--- src/rtl/xfr_pkg.sv ---
package xfr_pkg;
  typedef enum logic [1:0] {
    K_SEG   = 2'd0,
    K_GUEST = 2'd1,
    K_HOST  = 2'd2,
    K_CTX   = 2'd3
  } fault_kind_e;

  typedef enum logic [1:0] {
    A_FETCH = 2'd0,
    A_LOAD  = 2'd1,
    A_STORE = 2'd2,
    A_BAD   = 2'd3
  } access_e;

  typedef enum logic [2:0] {
    X_NONE  = 3'd0,
    X_ISEG  = 3'd1,
    X_DSEG  = 3'd2,
    X_ISTOR = 3'd3,
    X_DSTOR = 3'd4,
    X_HISTO = 3'd5,
    X_HDSTO = 3'd6
  } exc_e;
endpackage

--- src/rtl/xfr_rst_sync.sv ---
module xfr_rst_sync (
  input  logic clk,
  input  logic rst_n,
  output logic rst_sync_n
);
  logic [1:0] stage_q;

  always_ff @(posedge clk or negedge rst_n) begin
    if (!rst_n) stage_q <= 2'b00;
    else        stage_q <= {stage_q[0], 1'b1};
  end

  assign rst_sync_n = stage_q[1];
endmodule

--- src/rtl/xfr_ctx_decode.sv ---
module xfr_ctx_decode #(
  parameter int LPID_W = 12,
  parameter int PID_W  = 20
) (
  input  logic [1:0]        quadrant,
  input  logic              hv_mode,
  input  logic [LPID_W-1:0] cur_lpid,
  input  logic [PID_W-1:0]  cur_pid,
  output logic              legal,
  output logic [LPID_W-1:0] lpid,
  output logic [PID_W-1:0]  pid
);
  always_comb begin
    legal = 1'b1;
    lpid  = '0;
    pid   = '0;
    if (hv_mode) begin
      unique case (quadrant)
        2'd0: begin lpid = '0;       pid = cur_pid; end
        2'd1: begin lpid = cur_lpid; pid = cur_pid; end
        2'd2: begin lpid = cur_lpid; pid = '0;      end
        default: begin lpid = '0;    pid = '0;      end
      endcase
    end else begin
      unique case (quadrant)
        2'd0: begin lpid = cur_lpid; pid = cur_pid; end
        2'd3: begin lpid = cur_lpid; pid = '0;      end
        default: legal = 1'b0;
      endcase
    end
  end
endmodule

--- src/rtl/xfr_router.sv ---
module xfr_router
  import xfr_pkg::*;
#(
  parameter int EA_W      = 64,
  parameter int RA_W      = 64,
  parameter int CAUSE_W   = 32,
  parameter int STORE_BIT = 25,
  parameter int LPID_W    = 12,
  parameter int PID_W     = 20
) (
  input  logic               req_valid,
  input  logic [1:0]         req_kind,
  input  logic [1:0]         req_access,
  input  logic [EA_W-1:0]    req_ea,
  input  logic [RA_W-1:0]    req_gra,
  input  logic [CAUSE_W-1:0] req_cause,
  input  logic               ctx_legal,
  output logic               we_daddr,
  output logic               we_dsynd,
  output logic               we_hdaddr,
  output logic               we_hdsynd,
  output logic               we_gra,
  output logic               we_err,
  output logic [CAUSE_W-1:0] synd_val,
  output logic [CAUSE_W-1:0] err_val,
  output logic [EA_W-1:0]    addr_val,
  output logic [RA_W-1:0]    gra_val,
  output logic               fire_exc,
  output logic [2:0]         code_val,
  output logic               fire_bad,
  output logic               fire_ctx
);
  localparam logic [CAUSE_W-1:0] STORE_MASK = CAUSE_W'(1) << STORE_BIT;

  fault_kind_e kind;
  access_e     acc;
  logic        is_fetch;
  logic        seg_path;

  assign kind     = fault_kind_e'(req_kind);
  assign acc      = access_e'(req_access);
  assign is_fetch = (acc == A_FETCH);
  assign synd_val = req_cause | ((acc == A_STORE) ? STORE_MASK : '0);
  assign addr_val = req_ea;
  assign gra_val  = req_gra;
  assign seg_path = (kind == K_SEG) || ((kind == K_CTX) && !ctx_legal);

  always_comb begin
    we_daddr  = 1'b0;
    we_dsynd  = 1'b0;
    we_hdaddr = 1'b0;
    we_hdsynd = 1'b0;
    we_gra    = 1'b0;
    we_err    = 1'b0;
    err_val   = '0;
    fire_exc  = 1'b0;
    code_val  = X_NONE;
    fire_bad  = 1'b0;
    fire_ctx  = 1'b0;
    if (req_valid) begin
      if (acc == A_BAD) begin
        fire_bad = 1'b1;
      end else if (seg_path) begin
        fire_exc = 1'b1;
        we_err   = 1'b1;
        code_val = is_fetch ? X_ISEG : X_DSEG;
        we_daddr = !is_fetch;
      end else if (kind == K_CTX) begin
        fire_ctx = 1'b1;
      end else if (kind == K_GUEST) begin
        fire_exc = 1'b1;
        we_err   = 1'b1;
        if (is_fetch) begin
          code_val = X_ISTOR;
          err_val  = req_cause;
        end else begin
          code_val = X_DSTOR;
          we_dsynd = 1'b1;
          we_daddr = 1'b1;
        end
      end else begin
        fire_exc = 1'b1;
        we_err   = 1'b1;
        we_gra   = 1'b1;
        if (is_fetch) begin
          code_val = X_HISTO;
          err_val  = req_cause;
        end else begin
          code_val  = X_HDSTO;
          we_hdsynd = 1'b1;
          we_hdaddr = 1'b1;
        end
      end
    end
  end
endmodule

--- src/rtl/xfr_regs.sv ---
module xfr_regs #(
  parameter int EA_W    = 64,
  parameter int RA_W    = 64,
  parameter int CAUSE_W = 32,
  parameter int LPID_W  = 12,
  parameter int PID_W   = 20
) (
  input  logic               clk,
  input  logic               rst_sync_n,
  input  logic               we_daddr,
  input  logic               we_dsynd,
  input  logic               we_hdaddr,
  input  logic               we_hdsynd,
  input  logic               we_gra,
  input  logic               we_err,
  input  logic [CAUSE_W-1:0] synd_val,
  input  logic [CAUSE_W-1:0] err_val,
  input  logic [EA_W-1:0]    addr_val,
  input  logic [RA_W-1:0]    gra_val,
  input  logic               fire_exc,
  input  logic [2:0]         code_val,
  input  logic               fire_bad,
  input  logic               fire_ctx,
  input  logic [LPID_W-1:0]  ctx_lpid_val,
  input  logic [PID_W-1:0]   ctx_pid_val,
  output logic [EA_W-1:0]    daddr_q,
  output logic [CAUSE_W-1:0] dsynd_q,
  output logic [EA_W-1:0]    hdaddr_q,
  output logic [CAUSE_W-1:0] hdsynd_q,
  output logic [RA_W-1:0]    gra_q,
  output logic [CAUSE_W-1:0] err_q,
  output logic               exc_q,
  output logic [2:0]         code_q,
  output logic               bad_q,
  output logic               ctxv_q,
  output logic [LPID_W-1:0]  ctx_lpid_q,
  output logic [PID_W-1:0]   ctx_pid_q
);
  logic [EA_W-1:0]    daddr_d, hdaddr_d;
  logic [CAUSE_W-1:0] dsynd_d, hdsynd_d, err_d;
  logic [RA_W-1:0]    gra_d;
  logic [2:0]         code_d;
  logic [LPID_W-1:0]  ctx_lpid_d;
  logic [PID_W-1:0]   ctx_pid_d;

  always_comb begin
    daddr_d    = we_daddr  ? addr_val     : daddr_q;
    dsynd_d    = we_dsynd  ? synd_val     : dsynd_q;
    hdaddr_d   = we_hdaddr ? addr_val     : hdaddr_q;
    hdsynd_d   = we_hdsynd ? synd_val     : hdsynd_q;
    gra_d      = we_gra    ? gra_val      : gra_q;
    err_d      = we_err    ? err_val      : err_q;
    code_d     = fire_exc  ? code_val     : code_q;
    ctx_lpid_d = fire_ctx  ? ctx_lpid_val : ctx_lpid_q;
    ctx_pid_d  = fire_ctx  ? ctx_pid_val  : ctx_pid_q;
  end

  always_ff @(posedge clk or negedge rst_sync_n) begin
    if (!rst_sync_n) begin
      daddr_q    <= '0;
      dsynd_q    <= '0;
      hdaddr_q   <= '0;
      hdsynd_q   <= '0;
      gra_q      <= '0;
      err_q      <= '0;
      exc_q      <= 1'b0;
      code_q     <= '0;
      bad_q      <= 1'b0;
      ctxv_q     <= 1'b0;
      ctx_lpid_q <= '0;
      ctx_pid_q  <= '0;
    end else begin
      daddr_q    <= daddr_d;
      dsynd_q    <= dsynd_d;
      hdaddr_q   <= hdaddr_d;
      hdsynd_q   <= hdsynd_d;
      gra_q      <= gra_d;
      err_q      <= err_d;
      exc_q      <= fire_exc;
      code_q     <= code_d;
      bad_q      <= fire_bad;
      ctxv_q     <= fire_ctx;
      ctx_lpid_q <= ctx_lpid_d;
      ctx_pid_q  <= ctx_pid_d;
    end
  end
endmodule

--- src/rtl/xlate_fault_recorder.sv ---
module xlate_fault_recorder
  import xfr_pkg::*;
#(
  parameter int EA_W      = 64,
  parameter int RA_W      = 64,
  parameter int CAUSE_W   = 32,
  parameter int STORE_BIT = 25,
  parameter int LPID_W    = 12,
  parameter int PID_W     = 20
) (
  input  logic               clk,
  input  logic               rst_n,
  input  logic               req_valid,
  input  logic [1:0]         req_kind,
  input  logic [1:0]         req_access,
  input  logic [EA_W-1:0]    req_ea,
  input  logic [RA_W-1:0]    req_gra,
  input  logic [CAUSE_W-1:0] req_cause,
  input  logic               hv_mode,
  input  logic [LPID_W-1:0]  cur_lpid,
  input  logic [PID_W-1:0]   cur_pid,
  output logic               exc_valid,
  output logic [2:0]         exc_code,
  output logic               bad_req,
  output logic               ctx_valid,
  output logic [LPID_W-1:0]  ctx_lpid,
  output logic [PID_W-1:0]   ctx_pid,
  output logic [EA_W-1:0]    daddr,
  output logic [CAUSE_W-1:0] dsynd,
  output logic [EA_W-1:0]    hdaddr,
  output logic [CAUSE_W-1:0] hdsynd,
  output logic [RA_W-1:0]    gra_synd,
  output logic [CAUSE_W-1:0] err_code
);
  localparam int QHI = EA_W - 1;
  localparam int QLO = EA_W - 2;

  logic               rst_sync_n;
  logic               ctx_legal;
  logic [LPID_W-1:0]  dec_lpid;
  logic [PID_W-1:0]   dec_pid;
  logic               we_daddr, we_dsynd, we_hdaddr, we_hdsynd, we_gra, we_err;
  logic [CAUSE_W-1:0] synd_val, err_val;
  logic [EA_W-1:0]    addr_val;
  logic [RA_W-1:0]    gra_val;
  logic               fire_exc, fire_bad, fire_ctx;
  logic [2:0]         code_val;

  xfr_rst_sync u_rst (
    .clk        (clk),
    .rst_n      (rst_n),
    .rst_sync_n (rst_sync_n)
  );

  xfr_ctx_decode #(.LPID_W(LPID_W), .PID_W(PID_W)) u_ctx (
    .quadrant (req_ea[QHI:QLO]),
    .hv_mode  (hv_mode),
    .cur_lpid (cur_lpid),
    .cur_pid  (cur_pid),
    .legal    (ctx_legal),
    .lpid     (dec_lpid),
    .pid      (dec_pid)
  );

  xfr_router #(
    .EA_W(EA_W), .RA_W(RA_W), .CAUSE_W(CAUSE_W), .STORE_BIT(STORE_BIT),
    .LPID_W(LPID_W), .PID_W(PID_W)
  ) u_route (
    .req_valid  (req_valid),
    .req_kind   (req_kind),
    .req_access (req_access),
    .req_ea     (req_ea),
    .req_gra    (req_gra),
    .req_cause  (req_cause),
    .ctx_legal  (ctx_legal),
    .we_daddr   (we_daddr),
    .we_dsynd   (we_dsynd),
    .we_hdaddr  (we_hdaddr),
    .we_hdsynd  (we_hdsynd),
    .we_gra     (we_gra),
    .we_err     (we_err),
    .synd_val   (synd_val),
    .err_val    (err_val),
    .addr_val   (addr_val),
    .gra_val    (gra_val),
    .fire_exc   (fire_exc),
    .code_val   (code_val),
    .fire_bad   (fire_bad),
    .fire_ctx   (fire_ctx)
  );

  xfr_regs #(
    .EA_W(EA_W), .RA_W(RA_W), .CAUSE_W(CAUSE_W), .LPID_W(LPID_W), .PID_W(PID_W)
  ) u_regs (
    .clk          (clk),
    .rst_sync_n   (rst_sync_n),
    .we_daddr     (we_daddr),
    .we_dsynd     (we_dsynd),
    .we_hdaddr    (we_hdaddr),
    .we_hdsynd    (we_hdsynd),
    .we_gra       (we_gra),
    .we_err       (we_err),
    .synd_val     (synd_val),
    .err_val      (err_val),
    .addr_val     (addr_val),
    .gra_val      (gra_val),
    .fire_exc     (fire_exc),
    .code_val     (code_val),
    .fire_bad     (fire_bad),
    .fire_ctx     (fire_ctx),
    .ctx_lpid_val (dec_lpid),
    .ctx_pid_val  (dec_pid),
    .daddr_q      (daddr),
    .dsynd_q      (dsynd),
    .hdaddr_q     (hdaddr),
    .hdsynd_q     (hdsynd),
    .gra_q        (gra_synd),
    .err_q        (err_code),
    .exc_q        (exc_valid),
    .code_q       (exc_code),
    .bad_q        (bad_req),
    .ctxv_q       (ctx_valid),
    .ctx_lpid_q   (ctx_lpid),
    .ctx_pid_q    (ctx_pid)
  );


  idle_hold_chk: assert property (@(posedge clk) disable iff (!rst_sync_n)
    !req_valid |=> !exc_valid && !bad_req && !ctx_valid && $stable(daddr) &&
                   $stable(dsynd) && $stable(hdaddr) && $stable(hdsynd) &&
                   $stable(gra_synd) && $stable(err_code));


  bad_access_chk: assert property (@(posedge clk) disable iff (!rst_sync_n)
    (req_valid && req_access == 2'd3) |=> bad_req && !exc_valid && !ctx_valid &&
                   $stable(daddr) && $stable(dsynd) && $stable(err_code));


  pulse_excl_chk: assert property (@(posedge clk) disable iff (!rst_sync_n)
    $onehot0({exc_valid, bad_req, ctx_valid}));


  guest_store_flag_chk: assert property (@(posedge clk) disable iff (!rst_sync_n)
    (req_valid && req_kind == 2'd1 && req_access == 2'd2) |=> dsynd[STORE_BIT]);


  host_store_flag_chk: assert property (@(posedge clk) disable iff (!rst_sync_n)
    (req_valid && req_kind == 2'd2 && req_access == 2'd2) |=> hdsynd[STORE_BIT]);


  host_gra_capture_chk: assert property (@(posedge clk) disable iff (!rst_sync_n)
    (req_valid && req_kind == 2'd2 && req_access != 2'd3) |=> gra_synd == $past(req_gra));


  illegal_quadrant_chk: assert property (@(posedge clk) disable iff (!rst_sync_n)
    (req_valid && req_kind == 2'd3 && !hv_mode && req_access != 2'd3 &&
     (req_ea[QHI:QLO] == 2'd1 || req_ea[QHI:QLO] == 2'd2))
    |=> exc_valid && !ctx_valid && (exc_code == 3'd1 || exc_code == 3'd2));
endmodule

--- config.mk ---
export PLATFORM = sky130hd
export DESIGN_NAME = xlate_fault_recorder
export DESIGN_NICKNAME = d
export VERILOG_FILES = /design/src/rtl/xfr_pkg.sv /design/src/rtl/xfr_rst_sync.sv /design/src/rtl/xfr_ctx_decode.sv /design/src/rtl/xfr_router.sv /design/src/rtl/xfr_regs.sv /design/src/rtl/xlate_fault_recorder.sv
export SDC_FILE = /design/constraint.sdc
export NUM_CORES = 1
export LEC_CHECK = 0
export BUFFER_PORTS_ARGS = -buffer_cell sky130_fd_sc_hd__buf_2
export CAP_MARGIN = 15
export CELL_PAD_IN_SITES_DETAIL_PLACEMENT = 1
export CELL_PAD_IN_SITES_GLOBAL_PLACEMENT = 1
export CORE_AREA = 2 2 203 205
export CTS_BUF_LIST = sky130_fd_sc_hd__clkbuf_8
export DETAILED_ROUTE_END_ITERATION = 16
export DIE_AREA = 0 0 205 207
export PLACE_DENSITY = 0.74
export SYNTH_ARGS = -nofsm -noshare
export SYNTH_HDL_FRONTEND = slang
export SYNTH_HIERARCHICAL = 1
export SYNTH_SLANG_ARGS = --single-unit
--- constraint.sdc ---
create_clock -name clk -period 30.4 [get_ports clk]
set_input_delay 6.08 -clock clk [delete_from_list [all_inputs] [get_ports clk]]
set_output_delay 6.08 -clock clk [all_outputs]
set_load 0.02 [all_outputs]
* Yosys cells after proc, flatten, opt, wreduce, memory -nomap -nowiden
Index checks and enable logic that the tools add are counted.
Word-level totals: flip-flop bits (word level) 328, input bits 200, word-level logic and storage cells 82
Operators by class: equal/unequal tests 7, multiplexer cells 51, bitwise operators 1, reduce and logical (&&, ||, !) cells 10
Operators by type and width (count):
- $mux W32 | 5
- $mux W20 | 3
- $mux W12 | 3
- $or A32 B32 Y32 | 1
- $mux W1 | 31
- $mux W26 | 1
- $mux W3 | 6
- $eq A2 B2 Y1 const B | 5
- $logic_not A2 Y1 | 3
- $reduce_or A2 Y1 | 3
- $eq A2 B1 Y1 const B | 2
- $mux W2 | 2
- $logic_not A1 Y1 | 2
- $logic_and A1 B1 Y1 | 1
- $logic_or A1 B1 Y1 | 1

* Depth between registers and ports, before layout
Gate-level depths: netlist (run 1).
depth after elaboration 10, depth in mapped cells 9, depth with buffers taken out 7

* By module
Netlist (run 1), hierarchy kept.
By module, submodules not included:
- xfr_regs | instances 1, cells an instance 686, area an instance 13112.6 sq um, seq. area each 8157.8 sq um
- xfr_router | instances 1, cells an instance 230, area an instance 1630.3 sq um, seq. area each 0.0 sq um
- xfr_ctx_decode | instances 1, cells an instance 42, area an instance 272.8 sq um, seq. area each 0.0 sq um
- xfr_rst_sync | instances 1, cells an instance 3, area an instance 53.8 sq um, seq. area each 50.0 sq um

* Worst setup path before layout (run 1)
OpenSTA, ideal clock, no wires.
path kind in2reg, start input port req_ea[63], end register u_regs.err_q[11], arrival 7.516 ns, path slack 22.759 ns, stages on the path 9, path buffers 3, cell sequence inv_1 ha_1 nand2b_1 nand3_1 and3_1 buf_4 buf_6 buf_6 mux2_2
On the way: longest elaborated chain between the ends 10, elaborated cells between the ends (all ways) 14
RTL lines:
- from (decl) | line xlate_fault_recorder.sv:16 | input logic [EA_W-1:0] req_ea,
- $eq A2 B2 Y1 or $logic_not A2 Y1 (tied branches) | line xfr_ctx_decode.sv:25 | unique case (quadrant)
- $reduce_or A2 Y1 (no line) *
- $mux W1 * | line xfr_ctx_decode.sv:25
- $mux W1 * | line xfr_ctx_decode.sv:17 | if (hv_mode) begin
- via ctx_legal | line xlate_fault_recorder.sv:39 | logic ctx_legal;
- $logic_not A1 Y1 * | line xfr_router.sv:46 | assign seg_path = (kind == K_SEG) || ((kind == K_CTX) && !ctx_legal);
- $logic_and A1 B1 Y1 * | line xfr_router.sv:46
- $logic_or A1 B1 Y1 * | line xfr_router.sv:46
- $mux W1 * (3 in series)
- via fire_exc | line xlate_fault_recorder.sv:46 | logic fire_exc, fire_bad, fire_ctx;
- to (signal assigned) | line xfr_regs.sv:78 | err_q <= err_d;
- to (decl) | line xfr_regs.sv:31 | output logic [CAUSE_W-1:0] err_q,
Mark *: on every way through the listed nets, which the timed path passes. The rest lies on a longest branch. A chain may end at the register's enable or synchronous reset.

* Worst setup path after layout (run 1)
start input port req_ea[63], end register u_regs.daddr_q[1]
On the way: longest elaborated chain between the ends 10, elaborated cells between the ends (all ways) 11
RTL lines:
- $eq A2 B2 Y1 or $logic_not A2 Y1 (tied branches) | line xfr_ctx_decode.sv:25
- $reduce_or A2 Y1 (no line) *
- $mux W1 * | line xfr_ctx_decode.sv:25
- $mux W1 * | line xfr_ctx_decode.sv:17
- via ctx_legal | line xlate_fault_recorder.sv:39
- $logic_not A1 Y1 * | line xfr_router.sv:46
- $logic_and A1 B1 Y1 * | line xfr_router.sv:46
- $logic_or A1 B1 Y1 * | line xfr_router.sv:46
- $mux W1 * | line xfr_router.sv:63 | end else if (seg_path) begin
- $mux W1 * | line xfr_router.sv:61 | if (acc == A_BAD) begin
- $mux W1 * | line xfr_router.sv:60 | if (req_valid) begin
- via we_daddr | line xlate_fault_recorder.sv:42 | logic we_daddr, we_dsynd, we_hdaddr, we_hdsynd, we_gra, we_err;
- to (signal assigned) | line xfr_regs.sv:73 | daddr_q <= daddr_d;
- to (decl) | line xfr_regs.sv:26 | output logic [EA_W-1:0] daddr_q,
Marked as above.

==> report_table.html, run 1 <==
<table>
<tr><th>Metric</th><th>Value</th></tr>
<tr><th colspan="2">Status</th></tr>
<tr><td>Result of the run</td><td>completed</td></tr>
<tr><th colspan="2">Synthesis</th></tr>
<tr><td>Largest area contributor in the netlist</td><td>sky130_fd_sc_hd__dfrtp_1</td></tr>
<tr><td>Dominant register cell in the synthesized netlist</td><td>sky130_fd_sc_hd__dfrtp_1</td></tr>
<tr><td>Number of warnings reported in the yosys synthesis log</td><td>6</td></tr>
<tr><td>Distinct cells, synth</td><td>29</td></tr>
<tr><td>Number of enable-type register cells in the synthesized netlist</td><td>0</td></tr>
<tr><td>Fraction of registers with async set/reset</td><td>100%</td></tr>
<tr><td>Syn nets</td><td>1,164</td></tr>
<tr><td>Share of the synthesized area in the top cell type</td><td>54.5%</td></tr>
<tr><td>Sequential share of the synthesized area</td><td>54.5%</td></tr>
<tr><td>Syn Inst Count</td><td>961</td></tr>
<tr><td>Main area contributors after synthesis</td><td>sky130_fd_sc_hd__dfrtp_1 54%, sky130_fd_sc_hd__mux2_4 20%, sky130_fd_sc_hd__mux2_2 9.3%</td></tr>
<tr><td>Post-synthesis instance area</td><td>15,100 µm²</td></tr>
<tr><td>Avg Cell Area, Syn</td><td>15.7 µm²</td></tr>
<tr><td>Number of synthesized register bits</td><td>328</td></tr>
<tr><th colspan="2">Job</th></tr>
<tr><td>Max-cap violation count</td><td>0</td></tr>
<tr><th colspan="2">Power</th></tr>
<tr><td>Power per cell area</td><td>79.6 nW/µm²</td></tr>
<tr><td>Leakage Power</td><td>9.13 nW</td></tr>
<tr><td>Tot Pwr</td><td>1.41 mW</td></tr>
<tr><td>IR drop worst, VDD</td><td>0.0405 mV</td></tr>
<tr><th colspan="2">Route</th></tr>
<tr><td>Total via count in the routed design</td><td>8,692</td></tr>
<tr><td>Post-detailed-route wirelength per cell</td><td>20.2 µm</td></tr>
<tr><td>Routed wire length</td><td>38,700 µm</td></tr>
<tr><td>Antenna violation net count after detailed routing</td><td>0</td></tr>
<tr><td>DRC violation count after routing</td><td>0</td></tr>
<tr><td>Detailed-routing iteration count for the pre-antenna-repair pass</td><td>4</td></tr>
<tr><td>Mean number of vias per cell</td><td>4.52</td></tr>
<tr><td>DRC violation total after the first TritonRoute iteration</td><td>273</td></tr>
<tr><th colspan="2">Timing</th></tr>
<tr><td>Relative max-transition margin</td><td>26.3%</td></tr>
<tr><td>Shortest clock period the worst path allows after layout</td><td>8.51 ns</td></tr>
<tr><td>Worst Max-Slew Pin Slew</td><td>1.10 ns</td></tr>
<tr><td>Setup total negative slack</td><td>0 ns</td></tr>
<tr><td>Setup violation total in the final timing report</td><td>0</td></tr>
<tr><td>Final period utilization</td><td>28.0%</td></tr>
<tr><td>Unrepaired setup endpoints after global routing</td><td>false</td></tr>
<tr><td>Clock Skews</td><td>0.0332 ns</td></tr>
<tr><td>Hold Vio Cnt, Final</td><td>0</td></tr>
<tr><td>Max Transition Viols Final</td><td>0</td></tr>
<tr><td>Fmax</td><td>118 MHz</td></tr>
<tr><th colspan="2">Clocking</th></tr>
<tr><td>Clock transition at path regs</td><td>0.06 ns</td></tr>
<tr><td>TritonCTS clock tree</td><td>built</td></tr>
<tr><td>Setup Buffers After CTS</td><td>0</td></tr>
<tr><td>Max H-tree Level</td><td>2</td></tr>
<tr><td>Num Clock Sinks</td><td>328</td></tr>
<tr><td>Number of clock buffers inserted by TritonCTS</td><td>55</td></tr>
<tr><td>Later-pin clock latency in the skew report</td><td>0.63 ns</td></tr>
<tr><td>Bufs on Longest Clock Path</td><td>3</td></tr>
<tr><td># resized after CTS</td><td>0</td></tr>
<tr><td>Root Buffer</td><td>sky130_fd_sc_hd__clkbuf_8</td></tr>
<tr><td>Number of buffers added to fix hold violations after cts</td><td>0</td></tr>
<tr><th colspan="2">Setup path</th></tr>
<tr><td>Data arrival time of the worst path</td><td>8.99 ns</td></tr>
<tr><td>Crit. End Element</td><td>flip-flop</td></tr>
<tr><td>Kind of start point of the critical path</td><td>primary input</td></tr>
<tr><td>Max FO, Critical Path</td><td>43</td></tr>
<tr><td>Crit Path Class</td><td>in2reg</td></tr>
<tr><td>Top delay family on crit path</td><td>buffers and inverters</td></tr>
<tr><td>Most common cell type on the critical path</td><td>sky130_fd_sc_hd__inv_1</td></tr>
<tr><td>Data required time at the worst endpoint</td><td>30.88 ns</td></tr>
<tr><td>Slowest-stage cell, CP</td><td>sky130_fd_sc_hd__a21oi_4</td></tr>
<tr><td>Buffers &amp; Inverters on Critical Path</td><td>4</td></tr>
<tr><td>Cells along the critical path</td><td>buf_2, inv_1, ha_1, nand2b_1, inv_1, nand2_1, a21oi_4, buf_4, mux2_2</td></tr>
<tr><td>Maximum single-stage delay on the critical path</td><td>0.85 ns</td></tr>
<tr><td>Startpoint of the most critical setup path</td><td>req_ea[63]</td></tr>
<tr><td>Beginning of the worst register-to-register path</td><td>u_rst/stage_q[1]</td></tr>
<tr><th colspan="2">Global route</th></tr>
<tr><td>Overall fraction of global-route tracks in use</td><td>17.9%</td></tr>
<tr><td>Pin count of the biggest net entering global routing</td><td>78</td></tr>
<tr><td>First-pass GRT wire length</td><td>59,400 µm</td></tr>
<tr><td>Number of antenna violations at the first check in global routing</td><td>4</td></tr>
<tr><td>Aggregate global routing overflow</td><td>0</td></tr>
<tr><td>Number of global-route vias before repair</td><td>9,829</td></tr>
<tr><th colspan="2">Floorplanning</th></tr>
<tr><td>Number of placement rows</td><td>74</td></tr>
<tr><td>Effective utilization at floorplan</td><td>37.3%</td></tr>
<tr><td>Die width</td><td>205 µm</td></tr>
<tr><td>Chip height</td><td>207 µm</td></tr>
<tr><td>Die Area</td><td>42,400 µm²</td></tr>
<tr><td>Core region area</td><td>40,400 µm²</td></tr>
<tr><td>Boundary pin count</td><td>526</td></tr>
<tr><th colspan="2">Final layout</th></tr>
<tr><td>Nets@finish</td><td>1,550</td></tr>
<tr><td>Total area of multi-input combinational cells</td><td>5050 µm²</td></tr>
<tr><td>Synth-to-layout area growth</td><td>17.9%</td></tr>
<tr><td>Filler instances</td><td>4,355</td></tr>
<tr><td>Storage cell area</td><td>8210 µm²</td></tr>
<tr><td>Fraction of layout cells with a size suffix above 1</td><td>68.1%</td></tr>
<tr><th colspan="2">Place</th></tr>
<tr><td>Detailed Place HPWL</td><td>27,900 µm</td></tr>
<tr><td>Number of buffers inserted by port buffering</td><td>525</td></tr>
<tr><td>Routability congestion estimate</td><td>0.796</td></tr>
<tr><th colspan="2">Hold path</th></tr>
<tr><td>Hold path startpoint</td><td>u_rst/stage_q[0]</td></tr>
<tr><td>Type of the worst min-delay path</td><td>reg2reg</td></tr>
</table>
flip-flops by register name, summed over array words and instances, names as in the netlist, 12 cells and up:
name and count:
u_regs/ctx_pid_q 20, u_regs/hdsynd_q 32, u_regs/hdaddr_q 64, u_regs/dsynd_q 32
u_regs/ctx_lpid_q 12, u_regs/err_q 32, u_regs/gra_q 64, u_regs/daddr_q 64
synth_stat cells (2+ instances only):
library cell                 n
sky130_fd_sc_hd__inv_1       5
sky130_fd_sc_hd__buf_12     18
sky130_fd_sc_hd__dfrtp_1   328
sky130_fd_sc_hd__xor2_1      2
sky130_fd_sc_hd__a21oi_1     3
sky130_fd_sc_hd__and2_1     43
sky130_fd_sc_hd__ha_1        3
sky130_fd_sc_hd__nor2b_1    20
sky130_fd_sc_hd__buf_6      22
sky130_fd_sc_hd__buf_2       3
sky130_fd_sc_hd__buf_4     162
sky130_fd_sc_hd__and3_1      3
sky130_fd_sc_hd__nand2_1     6
sky130_fd_sc_hd__mux2_4    198
sky130_fd_sc_hd__nor2_1      6
sky130_fd_sc_hd__mux2_2    125
sky130_fd_sc_hd__nand2b_1    2
cell type report:
cell class | count | area share, %
tap | 532 | 3.75
sequential | 328 | 46.2
timing repair buffer | 534 | 15.2
clock buffer | 72 | 5.58
clock inverter | 26 | 0.754
antenna | 2 | 0.0282
multi-input combinational | 423 | 28.4
inverter | 5 | 0.106
cells by family (layout without fill, tap and decap cells):
group | count (synthesis) | in the layout | synth area share [%]
AOI/OAI and AO/OA | 7 | 7 | 0.274
xor gates and xnor gates | 3 | 3 | 0.174
adders and majority gates | 3 | 3 | 0.249
buffers and inverters | 210 | 637 | 12.3
DFF | 328 | 328 | 54.5
muxes | 323 | 323 | 29.1
other | 1 | 3 | 0.0249
and+or+nand+nor | 86 | 86 | 3.41
path summary, 6_finish.rpt:
kind / to / slack, ns / cells past startpoint
setup / recovery: u_regs/daddr_q[1] / 21.89 / 9
hold / removal: u_rst/stage_q[1] / 0.36 / 0
setup reg to reg: u_regs/daddr_q[12] / 27.56 / 2
hold reg to reg: u_rst/stage_q[1] / 0.36 / 0
max in group asynchronous: u_rst/stage_q[1] / 25.03 / 1
min in group asynchronous: u_regs/err_q[31] / 0.47 / 0
metal layers:
| layer | wire length [µm] | share of wire, % | track usage (%) | vias to the layer above |
|---|---|---|---|---|
| met2 | 19300 | 50 | 30.7 | 328 |
| met1 | 15000 | 39 | 20.5 | 4428 |
| met4 | 1040 | 2.7 | 6.00 | 4 |
| li1 | - | - | - | 3863 |
| met3 | 3330 | 8.6 | 6.77 | 69 |
| met5 | 27 | 0.070 | 0 | - |
power by group:
group          switching (mW)  internal [mW]  total [mW]
Combinational           0.235          0.189       0.424
Sequential             0.0571          0.534       0.591
Clock                   0.180          0.219       0.399
per-stage QoR:
| stage | area, µm² | utilization, % | worst slack, ns | hold slack [ns] | instances |
|---|---|---|---|---|---|
| final | 17800 | 44.0 | 21.89 | 0.365 | 1922 |
| after floorplan | 15100 | - | 20.58 | 0.331 | 961 |
| after detailed placement | 16600 | 41.2 | 21.21 | 0.356 | 1822 |
| after global routing | 17800 | 44.0 | 21.74 | 0.381 | 1922 |
| after CTS | 17800 | 44.0 | 21.88 | 0.370 | 1920 |
| after global placement | 16600 | 41.2 | 21.22 | 0.336 | 1822 |
cells in the final DEF (no fill, tap or decap), types with 2 or more instances in the layout:
cell,instances
sky130_fd_sc_hd__nand2_1,6
sky130_fd_sc_hd__mux2_4,198
sky130_fd_sc_hd__buf_4,9
sky130_fd_sc_hd__diode_2,2
sky130_fd_sc_hd__clkbuf_8,72
sky130_fd_sc_hd__buf_2,525
sky130_fd_sc_hd__nor2_1,2
sky130_fd_sc_hd__clkinv_2,5
sky130_fd_sc_hd__nand2b_1,2
sky130_fd_sc_hd__nor2_4,4
sky130_fd_sc_hd__and2_1,43
sky130_fd_sc_hd__xor2_1,2
sky130_fd_sc_hd__ha_1,3
sky130_fd_sc_hd__nor2b_1,20
sky130_fd_sc_hd__inv_1,24
sky130_fd_sc_hd__and3_1,2
sky130_fd_sc_hd__dfrtp_1,327
sky130_fd_sc_hd__a21oi_1,2
sky130_fd_sc_hd__mux2_2,125
(Power assumes the default switching activity.)
==> run 2: changes to the inputs <==
--- a/config.mk
+++ b/config.mk
@@ -9,11 +9,11 @@
 export CAP_MARGIN = 15
 export CELL_PAD_IN_SITES_DETAIL_PLACEMENT = 1
 export CELL_PAD_IN_SITES_GLOBAL_PLACEMENT = 1
-export CORE_AREA = 2 2 203 205
+export CORE_MARGIN = 2
+export CORE_UTILIZATION = 38
 export CTS_BUF_LIST = sky130_fd_sc_hd__clkbuf_8
 export DETAILED_ROUTE_END_ITERATION = 16
-export DIE_AREA = 0 0 205 207
-export PLACE_DENSITY = 0.74
+export PLACE_DENSITY = 0.78
 export SYNTH_ARGS = -nofsm -noshare
 export SYNTH_HDL_FRONTEND = slang
 export SYNTH_HIERARCHICAL = 1
==> constraint.sdc (replaced) <==
create_clock -name clk -period 7.6 [get_ports clk]
set_input_delay 1.52 -clock clk [delete_from_list [all_inputs] [get_ports clk]]
set_output_delay 1.52 -clock clk [all_outputs]
set_load 0.02 [all_outputs]
==> run 2 against run 1 <==
Total power increased to 3.9 times the previous value. First-iteration DRC count is the same. Sequential cell count is the same. Design area decreased by 0.48%. Critical path depth down 3. Global-route usage increased by 0.90 points. Cell count shrank 0.99%.
==> report_table.html, run 2 (synthesized netlist as in run 1, its figures left out) <==
<table>
<tr><th>Metric</th><th>Value</th></tr>
<tr><th colspan="2">Status</th></tr>
<tr><td>Result of the run</td><td>completed (unchanged)</td></tr>
<tr><th colspan="2">Clocking</th></tr>
<tr><td>Number of buffers added to fix hold violations after cts</td><td>0 (unchanged)</td></tr>
<tr><td>Bufs on Longest Clock Path</td><td>3 (unchanged)</td></tr>
<tr><td>Number of clock buffers inserted by TritonCTS</td><td>56 (was 55)</td></tr>
<tr><td># resized after CTS</td><td>0 (unchanged)</td></tr>
<tr><td>Root Buffer</td><td>sky130_fd_sc_hd__clkbuf_8 (unchanged)</td></tr>
<tr><td>Num Clock Sinks</td><td>328 (unchanged)</td></tr>
<tr><td>Setup Buffers After CTS</td><td>0 (unchanged)</td></tr>
<tr><td>Later-pin clock latency in the skew report</td><td>0.60 ns (was 0.63 ns)</td></tr>
<tr><td>Max H-tree Level</td><td>2 (unchanged)</td></tr>
<tr><td>TritonCTS clock tree</td><td>built (unchanged)</td></tr>
<tr><td>Clock transition at path regs</td><td>0.06 ns (about the same)</td></tr>
<tr><th colspan="2">Timing</th></tr>
<tr><td>Setup violation total in the final timing report</td><td>0 (unchanged)</td></tr>
<tr><td>Slack of the critical path</td><td>4.07 ns (was 21.89 ns)</td></tr>
<tr><td>Hold Vio Cnt, Final</td><td>0 (unchanged)</td></tr>
<tr><td>Shortest clock period the worst path allows after layout</td><td>3.53 ns</td></tr>
<tr><td>Max Transition Viols Final</td><td>0 (unchanged)</td></tr>
<tr><td>Relative max-transition margin</td><td>26.3% (about the same)</td></tr>
<tr><td>Setup total negative slack</td><td>0 ns (unchanged)</td></tr>
<tr><td>Final period utilization</td><td>46.4%</td></tr>
<tr><td>Clock Skews</td><td>0.0123 ns (was 0.0332 ns)</td></tr>
<tr><td>Fmax</td><td>283 MHz</td></tr>
<tr><td>Unrepaired setup endpoints after global routing</td><td>false (unchanged)</td></tr>
<tr><td>Worst Max-Slew Pin Slew</td><td>1.10 ns (about the same)</td></tr>
<tr><td>Worst hold slack after final layout</td><td>0.346 ns (was 0.365 ns)</td></tr>
<tr><th colspan="2">Final layout</th></tr>
<tr><td>Non-filler cells in the finished layout</td><td>1,903 (was 1,922)</td></tr>
<tr><td>Cell area after layout</td><td>17,700 µm² (was 17,800 µm²)</td></tr>
<tr><td>Core Util, Final</td><td>45.4% (was 44.0%)</td></tr>
<tr><td>Filler instances</td><td>4,179 (was 4,355)</td></tr>
<tr><td>Total area of multi-input combinational cells</td><td>5050 µm² (unchanged)</td></tr>
<tr><td>Fraction of layout cells with a size suffix above 1</td><td>67.8% (was 68.1%)</td></tr>
<tr><td>Commonest non-fill, non-tap cell in the layout</td><td>sky130_fd_sc_hd__buf_2 (unchanged)</td></tr>
<tr><td>Most used cells in the layout excluding fill and tap cells</td><td>525 x sky130_fd_sc_hd__buf_2, 327 x sky130_fd_sc_hd__dfrtp_1, 198 x sky130_fd_sc_hd__mux2_4, 125 x sky130_fd_sc_hd__mux2_2, 69 x sky130_fd_sc_hd__clkbuf_8 (was 525 x sky130_fd_sc_hd__buf_2, 327 x sky130_fd_sc_hd__dfrtp_1, 198 x sky130_fd_sc_hd__mux2_4, 125 x sky130_fd_sc_hd__mux2_2, 72 x sky130_fd_sc_hd__clkbuf_8)</td></tr>
<tr><td>Nets@finish</td><td>1,551 (was 1,550)</td></tr>
<tr><td>Registers with the most flip-flops</td><td>u_regs/daddr_q (64), u_regs/gra_q (64), u_regs/hdaddr_q (64) (unchanged)</td></tr>
<tr><td>Synth-to-layout area growth</td><td>17.3% (was 17.9%)</td></tr>
<tr><td>Storage cell area</td><td>8210 µm² (unchanged)</td></tr>
<tr><th colspan="2">Setup path</th></tr>
<tr><td>Kind of start point of the critical path</td><td>primary input (unchanged)</td></tr>
<tr><td>Cells along the critical path</td><td>buf_2, nand2_1, nand2_1, nor2_4, buf_4, mux2_2 (was buf_2, inv_1, ha_1, nand2b_1, inv_1, nand2_1, a21oi_4, buf_4, mux2_2)</td></tr>
<tr><td>Slowest-stage cell, CP</td><td>sky130_fd_sc_hd__nor2_4 (was sky130_fd_sc_hd__a21oi_4)</td></tr>
<tr><td>Crit Path Class</td><td>in2reg (unchanged)</td></tr>
<tr><td>Crit. End Element</td><td>flip-flop (unchanged)</td></tr>
<tr><td>Maximum single-stage delay on the critical path</td><td>0.81 ns (was 0.85 ns)</td></tr>
<tr><td>Most common cell type on the critical path</td><td>sky130_fd_sc_hd__nand2_1 (was sky130_fd_sc_hd__inv_1)</td></tr>
<tr><td>Data required time at the worst endpoint</td><td>8.08 ns (was 30.88 ns)</td></tr>
<tr><td>Buffers &amp; Inverters on Critical Path</td><td>2 (was 4)</td></tr>
<tr><td>Top delay family on crit path</td><td>simple AND/OR/NAND/NOR gates (was buffers and inverters)</td></tr>
<tr><td>Data arrival time of the worst path</td><td>4.01 ns (was 8.99 ns)</td></tr>
<tr><td>Max FO, Critical Path</td><td>41 (was 43)</td></tr>
<tr><th colspan="2">Place</th></tr>
<tr><td>Detailed Place HPWL</td><td>28,300 µm (was 27,900 µm)</td></tr>
<tr><td>Cell count after placement</td><td>1,808 (was 1,822)</td></tr>
<tr><td>Number of buffers inserted by port buffering</td><td>525 (unchanged)</td></tr>
<tr><td>Routability congestion estimate</td><td>0.834 (was 0.796)</td></tr>
<tr><td>Placed cell areas</td><td>16,600 µm² (about the same)</td></tr>
<tr><td>Worst slack at placement</td><td>3.43 ns (was 21.21 ns)</td></tr>
<tr><th colspan="2">Global route</th></tr>
<tr><td>Pin count of the biggest net entering global routing</td><td>166 (was 78)</td></tr>
<tr><td>Number of global-route vias before repair</td><td>9,993 (was 9,829)</td></tr>
<tr><td>Overall fraction of global-route tracks in use</td><td>18.8% (was 17.9%)</td></tr>
<tr><td>Number of antenna violations at the first check in global routing</td><td>3 (was 4)</td></tr>
<tr><td>Aggregate global routing overflow</td><td>0 (unchanged)</td></tr>
<tr><td>First-pass GRT wire length</td><td>60,000 µm (was 59,400 µm)</td></tr>
<tr><th colspan="2">Power</th></tr>
<tr><td>IR drop worst, VDD</td><td>0.198 mV (was 0.0405 mV)</td></tr>
<tr><td>Tot Pwr</td><td>5.57 mW (was 1.41 mW)</td></tr>
<tr><td>Leakage Power</td><td>9.11 nW (was 9.13 nW)</td></tr>
<tr><td>Power per cell area</td><td>315 nW/µm² (was 79.6 nW/µm²)</td></tr>
<tr><th colspan="2">Job</th></tr>
<tr><td>Max-cap violation count</td><td>0 (unchanged)</td></tr>
<tr><th colspan="2">Route</th></tr>
<tr><td>Post-detailed-route wirelength per cell</td><td>20.7 µm (was 20.2 µm)</td></tr>
<tr><td>Detailed-routing iteration count for the pre-antenna-repair pass</td><td>4 (unchanged)</td></tr>
<tr><td>Total via count in the routed design</td><td>8,706 (was 8,692)</td></tr>
<tr><td>Antenna violation net count after detailed routing</td><td>0 (unchanged)</td></tr>
<tr><td>DRC violation count after routing</td><td>0 (unchanged)</td></tr>
<tr><td>DRC violation total after the first TritonRoute iteration</td><td>273 (unchanged)</td></tr>
<tr><td>Routed wire length</td><td>39,300 µm (was 38,700 µm)</td></tr>
<tr><td>Mean number of vias per cell</td><td>4.57 (was 4.52)</td></tr>
<tr><th colspan="2">Floorplanning</th></tr>
<tr><td>Effective utilization at floorplan</td><td>38.7% (was 37.3%)</td></tr>
<tr><td>Core region area</td><td>38,900 µm² (was 40,400 µm²)</td></tr>
<tr><td>Number of placement rows</td><td>72 (was 74)</td></tr>
<tr><td>Die width</td><td>203 µm (was 205 µm)</td></tr>
<tr><td>Boundary pin count</td><td>526 (unchanged)</td></tr>
<tr><td>Die Area</td><td>41,300 µm² (was 42,400 µm²)</td></tr>
<tr><td>Chip height</td><td>203 µm (was 207 µm)</td></tr>
<tr><th colspan="2">Hold path</th></tr>
<tr><td>Type of the worst min-delay path</td><td>reg2reg (unchanged)</td></tr>
</table>
run 2: final timing paths:
path                                   from                    end  slack, ns  cells after the start
max                           req_access[0]        u_regs/gra_q[1]       4.07                      6
min                        u_rst/stage_q[0]       u_rst/stage_q[1]       0.35                      0
min in group asynchronous  u_rst/stage_q[1]  u_regs/ctx_lpid_q[10]       0.41                      0
max reg2reg                u_rst/stage_q[1]      u_regs/daddr_q[8]       5.75                      1
min reg2reg                u_rst/stage_q[0]       u_rst/stage_q[1]       0.35                      0
max in group asynchronous  u_rst/stage_q[1]      u_regs/daddr_q[8]       5.75                      1
run 2: routing by layer:
layer  vias up  part of all wire (%)  GRT usage, %
li1       3863                     -             -
met1      4411                    39          21.7
met2       344                    50          32.0
met3        84                   8.3          6.22
met4         4                   3.3          8.32
met5         -                 0.069             0
run 2: cell type report:
cell class	count	share of cell area (%)
Multi-Input combinational cell	423	28.5
Sequential cell	328	46.4
Tap cell	518	3.67
Clock buffer	69	5.37
Timing Repair Buffer	534	15.3
Inverter	5	0.106
Antenna cell	1	0.0142
Clock inverter	25	0.552
run 2: power breakdown:
group	internal [mW]	switching, mW	leakage (nW)	total (mW)
Sequential	2.14	0.232	4.01	2.37
Combinational	0.756	0.944	4.48	1.70
Clock	0.806	0.691	0.625	1.50
